File: src/rtl/i2sx_pkg.sv
package i2sx_pkg;
  localparam int SMP_W      = 32;
  localparam int FRAME_BITS = 2 * SMP_W;
  localparam int BIT_IW     = $clog2(FRAME_BITS);
endpackage

File: src/rtl/i2sx_fifo.sv
module i2sx_fifo #(
  parameter int W     = 32,
  parameter int DEPTH = 16,
  localparam int PW   = (DEPTH > 1) ? $clog2(DEPTH) : 1,
  localparam int CW   = $clog2(DEPTH + 1)
) (
  input  logic          clk,
  input  logic          rst,
  input  logic          in_valid,
  input  logic [W-1:0]  in_data,
  output logic          in_ready,
  input  logic          rd_en,
  output logic [W-1:0]  rd_data,
  output logic [CW-1:0] count
);
  logic [W-1:0]  mem [DEPTH];
  logic [PW-1:0] wr_ptr, rd_ptr;
  logic          do_wr;

  assign in_ready = (count != CW'(DEPTH));
  assign do_wr    = in_valid & in_ready;

  // storage without reset so a block RAM can be inferred
  always_ff @(posedge clk) begin
    if (do_wr) mem[wr_ptr] <= in_data;
    if (rd_en) rd_data <= mem[rd_ptr];
  end

  always_ff @(posedge clk) begin
    if (rst) begin
      wr_ptr <= '0;
      rd_ptr <= '0;
      count  <= '0;
    end else begin
      if (do_wr) wr_ptr <= (wr_ptr == PW'(DEPTH - 1)) ? '0 : wr_ptr + PW'(1);
      if (rd_en) rd_ptr <= (rd_ptr == PW'(DEPTH - 1)) ? '0 : rd_ptr + PW'(1);
      case ({do_wr, rd_en})
        2'b10:   count <= count + CW'(1);
        2'b01:   count <= count - CW'(1);
        default: count <= count;
      endcase
    end
  end
endmodule

File: src/rtl/i2sx_stager.sv
module i2sx_stager #(
  parameter int LANES = 4,
  parameter int W     = 32,
  parameter int CW    = 5,
  localparam int NW   = 2 * LANES,
  localparam int IW   = (NW > 1) ? $clog2(NW) : 1
) (
  input  logic            clk,
  input  logic            rst,
  input  logic [CW-1:0]   need,
  input  logic [CW-1:0]   fifo_count,
  output logic            rd_en,
  input  logic [W-1:0]    rd_data,
  input  logic            take,
  output logic            staged,
  output logic [NW*W-1:0] stage_flat
);
  logic [W-1:0]  stage_q [NW];
  logic          gathering, cap_v;
  logic [CW-1:0] pop_cnt, cap_idx;

  assign rd_en = gathering;

  for (genvar k = 0; k < NW; k++) begin : g_flat
    assign stage_flat[k*W +: W] = stage_q[k];
  end

  always_ff @(posedge clk) begin
    if (rst) begin
      gathering <= 1'b0;
      cap_v     <= 1'b0;
      pop_cnt   <= '0;
      cap_idx   <= '0;
      staged    <= 1'b0;
      for (int k = 0; k < NW; k++) stage_q[k] <= '0;
    end else begin
      // read data arrives one cycle after each pop
      cap_v   <= gathering;
      cap_idx <= pop_cnt;
      if (cap_v) begin
        stage_q[cap_idx[IW-1:0]] <= rd_data;
        if (cap_idx == need - CW'(1)) staged <= 1'b1;
      end
      if (take) staged <= 1'b0;
      if (gathering) begin
        if (pop_cnt == need - CW'(1)) begin
          gathering <= 1'b0;
          pop_cnt   <= '0;
        end else begin
          pop_cnt <= pop_cnt + CW'(1);
        end
      end else if (!staged && !cap_v && fifo_count >= need) begin
        gathering <= 1'b1;
        pop_cnt   <= '0;
      end
    end
  end
endmodule

File: src/rtl/i2sx_clkgen.sv
module i2sx_clkgen import i2sx_pkg::*; #(
  parameter int HALF = 2,
  localparam int DW  = (HALF > 1) ? $clog2(HALF) : 1
) (
  input  logic clk,
  input  logic rst,
  input  logic enable,
  input  logic ws_inv,
  input  logic staged,
  output logic bclk,
  output logic ws,
  output logic running,
  output logic start,
  output logic step,
  output logic frame_start
);
  logic [DW-1:0]     div_cnt;
  logic [BIT_IW-1:0] bit_idx, nxt_bit;
  logic              half_done, fall;

  assign half_done   = (div_cnt == DW'(HALF - 1));
  assign start       = enable & ~running & staged;
  assign fall        = enable & running & half_done & bclk;
  assign step        = start | fall;
  assign frame_start = start | (fall & (bit_idx == BIT_IW'(FRAME_BITS - 1)));
  assign nxt_bit     = bit_idx + BIT_IW'(1);

  always_ff @(posedge clk) begin
    if (rst) begin
      running <= 1'b0;
      div_cnt <= '0;
      bclk    <= 1'b0;
      bit_idx <= '0;
      ws      <= 1'b0;
    end else if (!enable || !running) begin
      div_cnt <= '0;
      bclk    <= 1'b0;
      bit_idx <= '0;
      ws      <= ws_inv;
      running <= start;
    end else if (half_done) begin
      div_cnt <= '0;
      bclk    <= ~bclk;
      if (bclk) begin
        bit_idx <= nxt_bit;
        ws      <= nxt_bit[BIT_IW-1] ^ ws_inv;
      end
    end else begin
      div_cnt <= div_cnt + DW'(1);
    end
  end
endmodule

File: src/rtl/i2sx_lane.sv
module i2sx_lane #(
  parameter int FW = 64
) (
  input  logic          clk,
  input  logic          rst,
  input  logic          clear,
  input  logic          step,
  input  logic          load,
  input  logic [FW-1:0] frame_in,
  input  logic          i2s_mode,
  input  logic          drive,
  output logic          sd
);
  logic [FW-1:0] sr, next_sr;
  logic          bit_q, new_bit;

  assign next_sr = load ? frame_in : {sr[FW-2:0], 1'b0};
  // delayed mode repeats the bit that the previous period carried
  assign new_bit = i2s_mode ? sr[FW-1] : next_sr[FW-1];

  always_ff @(posedge clk) begin
    if (rst || clear) begin
      sr    <= '0;
      bit_q <= 1'b0;
      sd    <= 1'b0;
    end else begin
      if (step) begin
        sr    <= next_sr;
        bit_q <= new_bit;
      end
      sd <= drive & (step ? new_bit : bit_q);
    end
  end
endmodule

File: src/rtl/i2s_multilane_tx.sv
module i2s_multilane_tx import i2sx_pkg::*; #(
  parameter int LANES      = 4,
  parameter int FIFO_DEPTH = 16,
  parameter int BCLK_HALF  = 2,
  localparam int LW        = (LANES > 1) ? $clog2(LANES) : 1
) (
  input  logic             clk,
  input  logic             rst,
  input  logic             smp_valid,
  input  logic [SMP_W-1:0] smp_data,
  output logic             smp_ready,
  input  logic             cfg_enable,
  input  logic             cfg_data_en,
  input  logic             cfg_ws_inv,
  input  logic [LW-1:0]    cfg_lanes_m1,
  input  logic [LANES-1:0] lane_enable,
  input  logic [LANES-1:0] lane_i2s,
  output logic             bclk,
  output logic             ws,
  output logic [LANES-1:0] sd,
  output logic             underflow
);
  localparam int CW = $clog2(FIFO_DEPTH + 1);
  localparam int NW = 2 * LANES;

  logic [LW-1:0]         eff_m1;
  logic [CW-1:0]         need, fifo_count;
  logic                  fifo_rd, staged;
  logic [SMP_W-1:0]      fifo_q;
  logic [NW*SMP_W-1:0]   stage_flat;
  logic                  running, start, step, frame_start;

  assign eff_m1 = (cfg_lanes_m1 > LW'(LANES - 1)) ? LW'(LANES - 1) : cfg_lanes_m1;
  assign need   = (CW'(eff_m1) << 1) + CW'(2);

  i2sx_fifo #(.W(SMP_W), .DEPTH(FIFO_DEPTH)) u_fifo (
    .clk(clk), .rst(rst),
    .in_valid(smp_valid), .in_data(smp_data), .in_ready(smp_ready),
    .rd_en(fifo_rd), .rd_data(fifo_q), .count(fifo_count)
  );

  i2sx_stager #(.LANES(LANES), .W(SMP_W), .CW(CW)) u_stage (
    .clk(clk), .rst(rst), .need(need), .fifo_count(fifo_count),
    .rd_en(fifo_rd), .rd_data(fifo_q), .take(frame_start & staged),
    .staged(staged), .stage_flat(stage_flat)
  );

  i2sx_clkgen #(.HALF(BCLK_HALF)) u_clk (
    .clk(clk), .rst(rst), .enable(cfg_enable), .ws_inv(cfg_ws_inv),
    .staged(staged), .bclk(bclk), .ws(ws), .running(running),
    .start(start), .step(step), .frame_start(frame_start)
  );

  for (genvar l = 0; l < LANES; l++) begin : g_lane
    logic [FRAME_BITS-1:0] frame_in;
    logic                  drive;
    assign frame_in = staged ? {stage_flat[(2*l)*SMP_W +: SMP_W],
                                stage_flat[(2*l+1)*SMP_W +: SMP_W]} : '0;
    assign drive    = cfg_data_en & lane_enable[l] & (LW'(l) <= eff_m1);
    i2sx_lane #(.FW(FRAME_BITS)) u_lane (
      .clk(clk), .rst(rst), .clear(~cfg_enable), .step(step),
      .load(frame_start), .frame_in(frame_in), .i2s_mode(lane_i2s[l]),
      .drive(drive), .sd(sd[l])
    );
  end

  always_ff @(posedge clk) begin
    if (rst || start)              underflow <= 1'b0;
    else if (frame_start && !staged) underflow <= 1'b1;
  end
endmodule

File: config.mk
export PLATFORM = sky130hd
export DESIGN_NAME = i2s_multilane_tx
export DESIGN_NICKNAME = d
export VERILOG_FILES = /design/src/rtl/i2sx_pkg.sv /design/src/rtl/i2sx_fifo.sv /design/src/rtl/i2sx_stager.sv /design/src/rtl/i2sx_clkgen.sv /design/src/rtl/i2sx_lane.sv /design/src/rtl/i2s_multilane_tx.sv
export SDC_FILE = /design/constraint.sdc
export NUM_CORES = 1
export LEC_CHECK = 0
export BUFFER_PORTS_ARGS = -buffer_cell sky130_fd_sc_hd__buf_2
export CELL_PAD_IN_SITES_DETAIL_PLACEMENT = 0
export CELL_PAD_IN_SITES_GLOBAL_PLACEMENT = 1
export CORE_MARGIN = 2
export CORE_UTILIZATION = 53
export DETAILED_ROUTE_END_ITERATION = 8
export PLACE_DENSITY = 0.76
export SLEW_MARGIN = 0
export SYNTH_ARGS = -nofsm -noshare
export SYNTH_HDL_FRONTEND = slang
export SYNTH_HIERARCHICAL = 1
export SYNTH_SLANG_ARGS = --single-unit
File: constraint.sdc
create_clock -name clk -period 5.4 [get_ports clk]
set_input_delay 0.81 -clock clk [delete_from_list [all_inputs] [get_ports clk]]
set_output_delay 0.81 -clock clk [all_outputs]
set_load 0.01 [all_outputs]
==> results.py, run 1 <==
metrics = {
    "worst_setup_path": {
        "crit_path_max_incr_delay_ns": 0.59,
        "worstPathCellList": "and2_1 -> nand4_1 -> o32ai_4 -> buf_12 -> buf_12 -> mux2i_1 -> o311a_1 -> nor3b_2",
        "setup.worst_path.class": "flip-flop to flip-flop",
        "crit_required_ns": 5.99,
        "crit_path_top_delay_cell": "sky130_fd_sc_hd__o32ai_4",
        "data_arrival_time_of_the_critical_path_ns": 3.68,
        "critPathTopFamily": "compound AO/OA/AOI/OAI gates",
        "worstPathBufferInverterCount": 2,
        "critPathMaxFanout": 57,
        "critical_path.most_common_cell": "sky130_fd_sc_hd__buf_12",
        "setup.worst_path.start_class": "flip-flop",
        "capturing_element_type_of_the_critical_path": "flip-flop",
    },
    "finish": {
        "finish.net_count": 3180,
        "utilization": 0.5901,
        "filler_cell_count": 6480,
        "area_occupied_by_multi_input_gates_mm2": 0.01411,
        "drive_gt1_frac": 0.1414,
        "area_delta_synth_final_pct": 10.69,
        "final-seq-area_mm2": 0.03006,
    },
    "power": {
        "pwr_density_mw_per_mm2": 378.2,
        "max-vdd-ir-drop_mv": 0.4298,
        "leakage_nw": 15.71,
    },
    "sta": {
        "final.setup.tns_ns": 0,
        "timing.slew.headroom": 0.2445,
        "slew_viol_final": 0,
        "final-hold-violation-count": 0,
        "maxClockFrequency_ghz": 0.3227,
        "rsz0062_at_grt": "false",
        "timing.final.crit_share": 0.5738,
        "skew_ns": 0.04164,
        "setup_viol": 0,
        "worst_pin_slew_ns": 1.133,
        "finalCriticalPeriod_ns": 3.099,
    },
    "clock_network": {
        "cts_tree": "yes",
        "cts_repair_resize_count": 0,
        "postCtsSetupRepairBufs": 0,
        "cts_num_sinks": 1101,
        "clk_root_buffer_cell": "sky130_fd_sc_hd__clkbuf_16",
        "htree_levels": 3,
        "clk_pin_slew_ns": 0.06,
        "clock_path_buffers": 3,
        "postCtsHoldBufs": 0,
        "cts_buffers": 111,
        "worst_skew_pair.late_latency_ns": 0.69,
    },
    "routing": {
        "antenna_violating_nets_post_route": 0,
        "detailroute.via_count": 24720,
        "routed_length_per_instance_um": 22.25,
        "drt-initial-drc-count": 1822,
        "avgViaCountPerCell": 5.660,
        "remaining_drc_errors": 0,
        "wirelength_mm": 97.19,
        "drt_pass1_iterations": 5,
    },
    "logic_synthesis": {
        "synth_warn": 6,
        "synth_sequential_area_ratio": 0.6630,
        "synth-edff-count": 800,
        "yosys_register_bits": 1101,
        "post_synthesis_cell_count": 3106,
        "yosysTopAreaCell": "sky130_fd_sc_hd__edfxtp_1",
        "synth_flop_cell": "sky130_fd_sc_hd__edfxtp_1",
        "synth.cell_area_mm2": 0.04532,
        "list_of_most_frequent_post_synthesis_cells": "sky130_fd_sc_hd__edfxtp_1, sky130_fd_sc_hd__and2_1, sky130_fd_sc_hd__nor2_1",
        "synth_most_common_cell": "sky130_fd_sc_hd__edfxtp_1",
        "synth_area_leaders": "sky130_fd_sc_hd__edfxtp_1, sky130_fd_sc_hd__dfxtp_1, sky130_fd_sc_hd__and2_1",
        "synth_async_sr_flop_share": 0,
        "synth_cell_types": 59,
        "synth_top_area_frac": 0.5300,
        "avg_cell_area_syn_um2": 14.59,
    },
    "floorplanning": {
        "core_area_mm2": 0.08501,
        "dieArea_mm2": 0.08787,
        "start_util": 0.5331,
        "fp.dieH_um": 296.4,
        "horizontal_extent_of_the_die_um": 296.4,
        "placement_rows": 107,
        "floorplan.io_pins": 56,
    },
    "job": {
        "maxCapViolCount": 0,
    },
    "placed_design": {
        "gp_congestion": 0.7547,
        "placement.io_buffers": 55,
        "dp.final_hpwl_mm": 53.89,
    },
    "hold_path": {
        "min-delay-path-class": "primary input to flip-flop",
    },
    "grt": {
        "global_route.usage.total": 0.2261,
        "grt.overflow.total": 0,
        "number_of_antenna_violations_at_the_first_check_in_global_routing": 17,
        "grt_max_degree": 128,
        "vias_in_the_first_global_route": 25070,
        "grt_pass1_wl_mm": 149.5,
    },
    "run_status": {
        "run_status": "complete, no violations",
    },
}
worst reg2reg max path: cells and delay by family (launching register included):
family,cells,cell delay [ns]
flops,1,0.37
mux,1,0.26
simple gates,3,0.70
compound gates,2,0.93
buf+inv,2,0.75
layout by cell type (no fill, tap or decap), types with 4 or more instances in the layout:
cell type	n
sky130_fd_sc_hd__nor3_1	5
sky130_fd_sc_hd__o21ai_0	8
sky130_fd_sc_hd__ha_1	19
sky130_fd_sc_hd__clkbuf_1	26
sky130_fd_sc_hd__edfxtp_1	800
sky130_fd_sc_hd__conb_1	8
sky130_fd_sc_hd__diode_2	14
sky130_fd_sc_hd__buf_4	44
sky130_fd_sc_hd__a211oi_1	255
sky130_fd_sc_hd__bufinv_16	10
sky130_fd_sc_hd__xnor2_1	12
sky130_fd_sc_hd__mux2i_1	288
sky130_fd_sc_hd__o22ai_1	34
sky130_fd_sc_hd__and2_1	515
sky130_fd_sc_hd__mux4_2	128
sky130_fd_sc_hd__dfxtp_1	296
sky130_fd_sc_hd__or3_1	4
sky130_fd_sc_hd__or2_2	13
sky130_fd_sc_hd__buf_2	55
sky130_fd_sc_hd__nor3_2	6
sky130_fd_sc_hd__nor2b_1	12
sky130_fd_sc_hd__xor2_1	10
sky130_fd_sc_hd__nor2_1	286
sky130_fd_sc_hd__clkinv_2	25
sky130_fd_sc_hd__nand2b_1	10
sky130_fd_sc_hd__clkbuf_8	6
sky130_fd_sc_hd__nand2_1	25
sky130_fd_sc_hd__a21oi_1	50
sky130_fd_sc_hd__a31oi_1	6
sky130_fd_sc_hd__clkbuf_16	114
sky130_fd_sc_hd__nand3_1	13
sky130_fd_sc_hd__clkinv_1	21
sky130_fd_sc_hd__o311a_1	4
sky130_fd_sc_hd__nor2_2	5
sky130_fd_sc_hd__buf_12	8
sky130_fd_sc_hd__nor2_4	12
sky130_fd_sc_hd__clkinv_16	4
sky130_fd_sc_hd__inv_1	21
sky130_fd_sc_hd__nor3b_2	4
layout make-up:
type,count,area share
clock buffers,146,0.06045
inverters,21,0.001571
flip-flops and latches,1101,0.5992
well taps,1144,0.02853
repair buffers,107,0.01526
multi-input cells,1771,0.2812
diodes,14,0.0006983
clock inverters,64,0.01307
layer usage:
metal | vias up | wire, um | global-route usage
met3 | 141 | 4579 | 0.03063
met5 | - | 44 | 0
met2 | 581 | 49020 | 0.3877
li1 | 11550 | - | -
met4 | 6 | 2542 | 0.07650
met1 | 12440 | 41000 | 0.2980
state kept, by name, indices dropped and copies added, names as in the netlist, 5 cells and up:
register and cells:
u_stage/cap_idx 5, u_fifo/count 5, u_fifo/mem 512, g_lane.u_lane/sr 256
u_clk/bit_idx 6, u_stage/stage_q 256, u_stage/pop_cnt 5, u_fifo/rd_data 32
cells by family after synthesis:
family	synth area share
AOI/OAI and AO/OA	0.05924
and+or+nand+nor	0.1104
xor gates and xnor gates	0.004251
other	0.00008274
muxes	0.1280
DFF	0.6630
adders and majority gates	0.005245
buffers and inverters	0.02979
power breakdown:
group	internal [mW]	total, mW	switching, mW
Sequential	9.37	9.93	0.555
Combinational	0.667	1.40	0.731
Clock	4.44	7.65	3.20
path summary, 6_finish.rpt:
| check | start | end | slack [ns] | depth (start not counted) |
|---|---|---|---|---|
| max | u_clk/div_cnt$_SDFF_PP0_ | g_lane[2].u_lane/sd$_SDFF_PP0_ | 2.30 | 8 |
| min reg2reg | u_clk/div_cnt$_SDFF_PP0_ | u_clk/div_cnt$_SDFF_PP0_ | 0.47 | 1 |
| min | cfg_enable | u_clk/running$_SDFFE_PP0P_ | 0.43 | 2 |
| max reg2reg | u_clk/div_cnt$_SDFF_PP0_ | g_lane[2].u_lane/sd$_SDFF_PP0_ | 2.30 | 8 |
per-stage QoR:
step           area, um2  total power, mW  instances  setup slack (ns)  hold WS (ns)
5_1_grt            50140            19.63       4357             2.104        0.4089
3_3_place_gp       46450            11.49       4144             2.051        0.4440
3_5_place_dp       46450            11.54       4144             1.969        0.4601
4_1_cts            50130            19.17       4354             2.290        0.3841
6_report           50170            18.97       4368             2.301        0.4343
2_1_floorplan      45350            10.84       3113             1.388        0.4333
Power figures use the tool's default switching activity.
==> run 2: changes to the inputs <==
Clock period 5.4 ns to 3.2 ns, I/O delays scaled along.
==> results.py, run 2 (same netlist as run 1, synthesis figures left out) <==
metrics = {
    "run_status": {
        "run_status": "complete, no violations",
    },
    "power": {
        "max-vdd-ir-drop_mv": 0.5436,
        "p_total_mw": 31.71,
        "pwr_density_mw_per_mm2": 627.9,
        "leakage_nw": 15.81,
    },
    "routing": {
        "drt_pass1_iterations": 4,
        "drt-initial-drc-count": 1700,
        "wirelength_mm": 95.19,
        "antenna_violating_nets_post_route": 0,
        "detailroute.via_count": 24740,
        "remaining_drc_errors": 0,
        "routed_length_per_instance_um": 21.75,
        "avgViaCountPerCell": 5.653,
    },
    "clock_network": {
        "cts_num_sinks": 1101,
        "htree_levels": 3,
        "cts_tree": "yes",
        "clk_pin_slew_ns": 0.07,
        "postCtsSetupRepairBufs": 0,
        "clock_path_buffers": 3,
        "cts_buffers": 109,
        "postCtsHoldBufs": 0,
        "cts_repair_resize_count": 0,
        "clk_root_buffer_cell": "sky130_fd_sc_hd__clkbuf_16",
        "worst_skew_pair.late_latency_ns": 0.71,
    },
    "grt": {
        "grt_max_degree": 263,
        "met1_track_demand_over_resource_in_global_routing": 0.2904,
        "number_of_antenna_violations_at_the_first_check_in_global_routing": 12,
        "global_route.usage.total": 0.2203,
        "grt-busiest-layer": "met2",
        "met3_usage": 0.02862,
        "grt_pass1_wl_mm": 146.5,
        "vias_in_the_first_global_route": 25090,
        "grt.overflow.total": 0,
        "use_met2": 0.3771,
    },
    "sta": {
        "maxClockFrequency_ghz": 0.3604,
        "timing.slew.headroom": 0.3297,
        "final-hold-violation-count": 0,
        "slew_viol_final": 0,
        "rsz0062_at_grt": "false",
        "worst_pin_slew_ns": 1.005,
        "finalCriticalPeriod_ns": 2.775,
        "skew_ns": 0.04565,
        "final.setup.tns_ns": 0,
        "timing.final.crit_share": 0.8672,
        "setup_viol": 0,
    },
    "worst_setup_path": {
        "startpoint": "u_fifo/count[1]$_SDFFE_PP0P_",
        "setup.worst_path.class": "flip-flop to flip-flop",
        "capturing_element_type_of_the_critical_path": "flip-flop",
        "critPathMaxFanout": 9,
        "setup.worst_path.start_class": "flip-flop",
        "worst-r2r-setup-slack_ns": 0.43,
        "crit_required_ns": 3.76,
        "data_arrival_time_of_the_critical_path_ns": 3.34,
        "r2r-start": "u_fifo/count[1]$_SDFFE_PP0P_",
    },
    "floorplanning": {
        "floorplan.io_pins": 56,
        "core_area_mm2": 0.08501,
        "fp.dieH_um": 296.4,
        "placement_rows": 107,
        "horizontal_extent_of_the_die_um": 296.4,
        "start_util": 0.5331,
        "dieArea_mm2": 0.08787,
    },
    "finish": {
        "most_frequent_standard_cell_in_the_layout_excluding_fill_and_tap_cells": "sky130_fd_sc_hd__edfxtp_1",
        "drive_gt1_frac": 0.1469,
        "final_cell_mix": "sky130_fd_sc_hd__edfxtp_1, sky130_fd_sc_hd__and2_1, sky130_fd_sc_hd__dfxtp_1",
        "area_delta_synth_final_pct": 11.44,
        "registers.top_by_ff_count": "u_fifo/mem",
        "finish.net_count": 3197,
        "layout_top_registers": "u_fifo/mem (512), g_lane.u_lane/sr (256), u_stage/stage_q (256)",
        "largest_register_ffs": 512,
    },
    "hold_path": {
        "min-delay-path-class": "primary input to flip-flop",
        "worstHoldStart": "cfg_enable",
    },
    "placed_design": {
        "dp.final_hpwl_mm": 52.53,
        "gp_congestion": 0.7684,
        "placement.io_buffers": 55,
    },
    "job": {
        "maxCapViolCount": 0,
    },
}
==> run 2: cell count changes in the layout (fill, tap and decap cells not counted), sizes merged <==
cell,delta
buf,+19
bufinv,-3
clkbuf,-4
clkinv,+2
clkinvlp,+1
diode,-7
inv,+1
==> run 2: cell type report <==
cell class	count	area, um2
Antenna cell	7	17.52
Clock buffer	142	2952
Clock inverter	65	650.6
Fill cell	6394	34500
Inverter	21	78.83
Multi-Input combinational cell	1771	14130
Sequential cell	1101	30060
Tap cell	1144	1431
Timing Repair Buffer	126	1184
==> run 2: path summary, 6_finish.rpt <==
| kind | endpoint | cells past startpoint |
|---|---|---|
| max | u_fifo/count[4]$_SDFFE_PP0P_ | 11 |
| min | u_clk/running$_SDFFE_PP0P_ | 2 |
| min reg2reg | g_lane[2].u_lane/sr[0]$_SDFFE_PP0P_ | 2 |
| max reg2reg | u_fifo/count[4]$_SDFFE_PP0P_ | 11 |
==> run 2: through the flow <==
| step | hold WS, ns | utilization | setup slack [ns] | cells | instance area [um2] |
|---|---|---|---|---|---|
| 2_1_floorplan | 0.4333 | - | 0.2993 | 3113 | 45370 |
| 3_3_place_gp | 0.4438 | 0.5515 | 0.5539 | 4163 | 46890 |
| 3_5_place_dp | 0.4581 | 0.5515 | 0.4703 | 4163 | 46890 |
| 4_1_cts | 0.07224 | 0.5939 | 0.4622 | 4370 | 50490 |
| 5_1_grt | 0.09513 | 0.5940 | 0.2369 | 4372 | 50500 |
| 6_report | 0.1089 | 0.5941 | 0.4251 | 4377 | 50510 |
==> run 2: metal layers <==
metal	wire, um	part of all wire
met2	47060	0.49
met1	40760	0.43
met4	2988	0.031
met3	4333	0.046
met5	43	0.00045
==> run 2: report_power, final <==
group	switching, mW	internal, mW
Sequential	0.727	15.8
Combinational	1.39	1.18
Clock	5.47	7.13
==> run 2: worst max-delay path, stage by stage (launching register included) <==
cell and delay [ns]:
sky130_fd_sc_hd__dfxtp_1 0.51, sky130_fd_sc_hd__nor2_1 0.13, sky130_fd_sc_hd__a31oi_2 0.19, sky130_fd_sc_hd__buf_4 0.18, sky130_fd_sc_hd__inv_1 0.07, sky130_fd_sc_hd__ha_1 0.26, sky130_fd_sc_hd__xor2_1 0.17, sky130_fd_sc_hd__ha_1 0.21
sky130_fd_sc_hd__nor2b_1 0.22, sky130_fd_sc_hd__a31oi_1 0.11, sky130_fd_sc_hd__o32ai_1 0.26, sky130_fd_sc_hd__mux2_2 0.36
==> run 3: changes to the inputs <==
Settings changed: ABC_AREA from default to 1, CORE_UTILIZATION 53 to 40, PLACE_DENSITY 0.76 to 0.63.
==> results.py, run 3 <==
metrics = {
    "run_status": {
        "run_status": "complete, no violations",
    },
    "grt": {
        "grt_pass1_wl_mm": 186.1,
        "number_of_antenna_violations_at_the_first_check_in_global_routing": 7,
        "grt.overflow.total": 0,
        "grt_max_degree": 167,
        "vias_in_the_first_global_route": 30830,
        "global_route.usage.total": 0.1983,
    },
    "worst_setup_path": {
        "worstPathCellList": "nand2_2 -> inv_4 -> nand2_4 -> nor2_4 -> and3_1 -> nand3_1 -> nand2_4 -> buf_4 -> inv_2 -> buf_4 -> nand2_1 -> nand3_1 -> o211ai_1 -> inv_1",
        "crit_required_ns": 3.78,
        "r2r-start": "u_clk/bclk$_SDFFE_PP0P_",
        "critPathMaxFanout": 25,
        "worst_r2r_endpoint": "g_lane[0].u_lane/sr[50]$_SDFFE_PP0P_",
        "data_arrival_time_of_the_critical_path_ns": 3.00,
        "capturing_element_type_of_the_critical_path": "flip-flop",
        "critPathTopFamily": "buffers and inverters",
        "crit_path_max_incr_delay_ns": 0.37,
        "ff2ff_path_depth": 14,
        "setup.worst_path.start_class": "flip-flop",
        "crit_path_top_delay_cell": "sky130_fd_sc_hd__dfxtp_1",
        "setup.worst_path.class": "flip-flop to flip-flop",
        "startpoint": "u_clk/bclk$_SDFFE_PP0P_",
        "worst-r2r-setup-slack_ns": 0.78,
        "worstPathBufferInverterCount": 5,
        "worst_path_depth": 14,
    },
    "sta": {
        "fin_ws_ns": 0.7769,
        "final.setup.tns_ns": 0,
        "rsz0062_at_grt": "false",
        "skew_ns": 0.02742,
        "timing.slew.headroom": 0.2569,
        "worst_pin_slew_ns": 1.112,
        "setup_viol": 0,
        "finalCriticalPeriod_ns": 2.423,
        "timing.final.crit_share": 0.7572,
        "slew_viol_final": 0,
        "final-hold-violation-count": 0,
        "maxClockFrequency_ghz": 0.4127,
    },
    "finish": {
        "drive_gt1_frac": 0.08083,
        "final-seq-area_mm2": 0.03006,
        "utilization": 0.4491,
        "final_cell_mix": "sky130_fd_sc_hd__nand2_1, sky130_fd_sc_hd__edfxtp_1, sky130_fd_sc_hd__nor2_1",
        "area_occupied_by_multi_input_gates_mm2": 0.01304,
        "filler_cell_count": 11380,
        "most_frequent_standard_cell_in_the_layout_excluding_fill_and_tap_cells": "sky130_fd_sc_hd__nand2_1",
        "finish.cell_count_without_fillers": 6473,
        "area_delta_synth_final_pct": 11.53,
        "registers.top_by_ff_count": "u_fifo/mem",
        "finish.net_count": 4898,
        "largest_register_ffs": 512,
        "layout_top_registers": "u_fifo/mem (512), g_lane.u_lane/sr (256), u_stage/stage_q (256)",
    },
    "logic_synthesis": {
        "avg_cell_area_syn_um2": 9.808,
        "synth.cell_area_mm2": 0.04748,
        "synth_async_sr_flop_share": 0,
        "synth_sequential_area_ratio": 0.6329,
        "synth_area_leaders": "sky130_fd_sc_hd__edfxtp_1, sky130_fd_sc_hd__dfxtp_1, sky130_fd_sc_hd__nand2_1",
        "synth_flop_cell": "sky130_fd_sc_hd__edfxtp_1",
        "yosysTopAreaCell": "sky130_fd_sc_hd__edfxtp_1",
        "synth_warn": 6,
        "synth_top_area_frac": 0.5060,
        "post_synthesis_cell_count": 4841,
        "synth_cell_types": 38,
        "synth_most_common_cell": "sky130_fd_sc_hd__nand2_1",
        "synth-edff-count": 800,
        "yosys_register_bits": 1101,
        "list_of_most_frequent_post_synthesis_cells": "sky130_fd_sc_hd__nand2_1, sky130_fd_sc_hd__edfxtp_1, sky130_fd_sc_hd__nor2_1",
    },
    "clock_network": {
        "cts_repair_resize_count": 0,
        "postCtsHoldBufs": 0,
        "cts_tree": "yes",
        "clock_path_buffers": 3,
        "clk_root_buffer_cell": "sky130_fd_sc_hd__clkbuf_16",
        "cts_num_sinks": 1101,
        "cts_buffers": 118,
        "clk_pin_slew_ns": 0.06,
        "htree_levels": 3,
        "postCtsSetupRepairBufs": 0,
        "worst_skew_pair.late_latency_ns": 0.71,
    },
    "placed_design": {
        "dp_slack_ns": 0.7177,
        "dp.final_hpwl_mm": 68.27,
        "dp_cells": 6247,
        "placement.io_buffers": 55,
        "gp_congestion": 0.7539,
    },
    "routing": {
        "antenna_violating_nets_post_route": 0,
        "wirelength_mm": 120.3,
        "avgViaCountPerCell": 4.932,
        "remaining_drc_errors": 0,
        "drt_pass1_iterations": 5,
        "drt-initial-drc-count": 2291,
        "routed_length_per_instance_um": 18.58,
        "detailroute.via_count": 31930,
    },
    "floorplanning": {
        "floorplan.io_pins": 56,
        "core_area_mm2": 0.1179,
        "placement_rows": 126,
        "dieArea_mm2": 0.1215,
        "start_util": 0.4026,
        "horizontal_extent_of_the_die_um": 348.5,
        "fp.dieH_um": 348.5,
    },
    "power": {
        "leakage_nw": 22.04,
        "max-vdd-ir-drop_mv": 0.4659,
        "pwr_density_mw_per_mm2": 669.0,
    },
    "hold_path": {
        "timing.hold.worst_path_depth": 5,
        "min-delay-path-class": "primary input to flip-flop",
        "worstHoldStart": "lane_enable[1]",
        "timing.hold.worst_endpoint": "g_lane[1].u_lane/sd$_SDFF_PP0_",
    },
    "job": {
        "maxCapViolCount": 0,
    },
}
## run 3: cell count changes after synthesis, moves of 297 or more
cell	before	now
sky130_fd_sc_hd__nand3_1	13	310
sky130_fd_sc_hd__nand2_1	25	1009
sky130_fd_sc_hd__and2_1	515	0
sky130_fd_sc_hd__o211ai_1	0	313
sky130_fd_sc_hd__nor2_1	302	711
sky130_fd_sc_hd__inv_1	21	654
## run 3: through the flow
step | instance area, um2 | hold WS (ns) | power (mW)
2_1_floorplan | 47500 | 0.4211 | 19.61
3_3_place_gp | 48980 | 0.4372 | 21.94
3_5_place_dp | 48980 | 0.4405 | 21.95
4_1_cts | 52950 | 0.02691 | 35.88
5_1_grt | 52950 | 0.06576 | 36.97
6_report | 52960 | 0.08128 | 35.43
## run 3: worst max path at each step
stage	end	slack, ns
4_1_cts	g_lane[0].u_lane/sr[50]$_SDFFE_PP0P_	0.74
3_5_place_dp	g_lane[2].u_lane/sr[54]$_SDFFE_PP0P_	0.72
5_1_grt	g_lane[0].u_lane/sr[50]$_SDFFE_PP0P_	0.52
2_1_floorplan	u_fifo/mem[11][0]$_DFFE_PP_	0.37
6_report	g_lane[0].u_lane/sr[50]$_SDFFE_PP0P_	0.78
3_3_place_gp	g_lane[2].u_lane/sr[59]$_SDFFE_PP0P_	0.73
## run 3: layout make-up
type,count,area share
flip-flops and latches,1101,0.5677
multi-input cells,2787,0.2463
clock buffers,169,0.06497
inverters,666,0.04770
well taps,1536,0.03629
repair buffers,157,0.02698
clock inverters,56,0.009994
diodes,1,0.00004725
## run 3: per-layer routing
metal | wire length, um | vias to the layer above | global-route usage | share of wire
li1 | - | 15900 | - | -
met1 | 55430 | 15360 | 0.2677 | 0.46
met2 | 57260 | 485 | 0.3338 | 0.48
met3 | 4283 | 175 | 0.02665 | 0.036
met4 | 3284 | 6 | 0.05630 | 0.027
met5 | 37 | - | 0 | 0.00031
## run 3: worst reg2reg max path: cells and delay by family (launching register included)
| family | cells | cell delay (ns) |
|---|---|---|
| AO/OA/AOI/OAI | 1 | 0.11 |
| flip-flops | 1 | 0.37 |
| buffers and inverters | 5 | 0.97 |
| AND/OR/NAND/NOR | 8 | 0.84 |
## run 3: cell families after synthesis
kind of cell | synth area share
XOR/XNOR | 0.001291
adder cells (fa/ha/maj) | 0.005007
buffers and inverters | 0.09658
other | 0.00007898
AND/OR/NAND/NOR | 0.1747
AO/OA/AOI/OAI | 0.08949
flip-flops | 0.6329
## run 3: where the power goes
part | total [mW] | internal (mW) | switching (mW)
registers | 16.2 | 15.9 | 0.259
logic | 5.38 | 1.32 | 4.06
clock network | 13.8 | 8.18 | 5.67
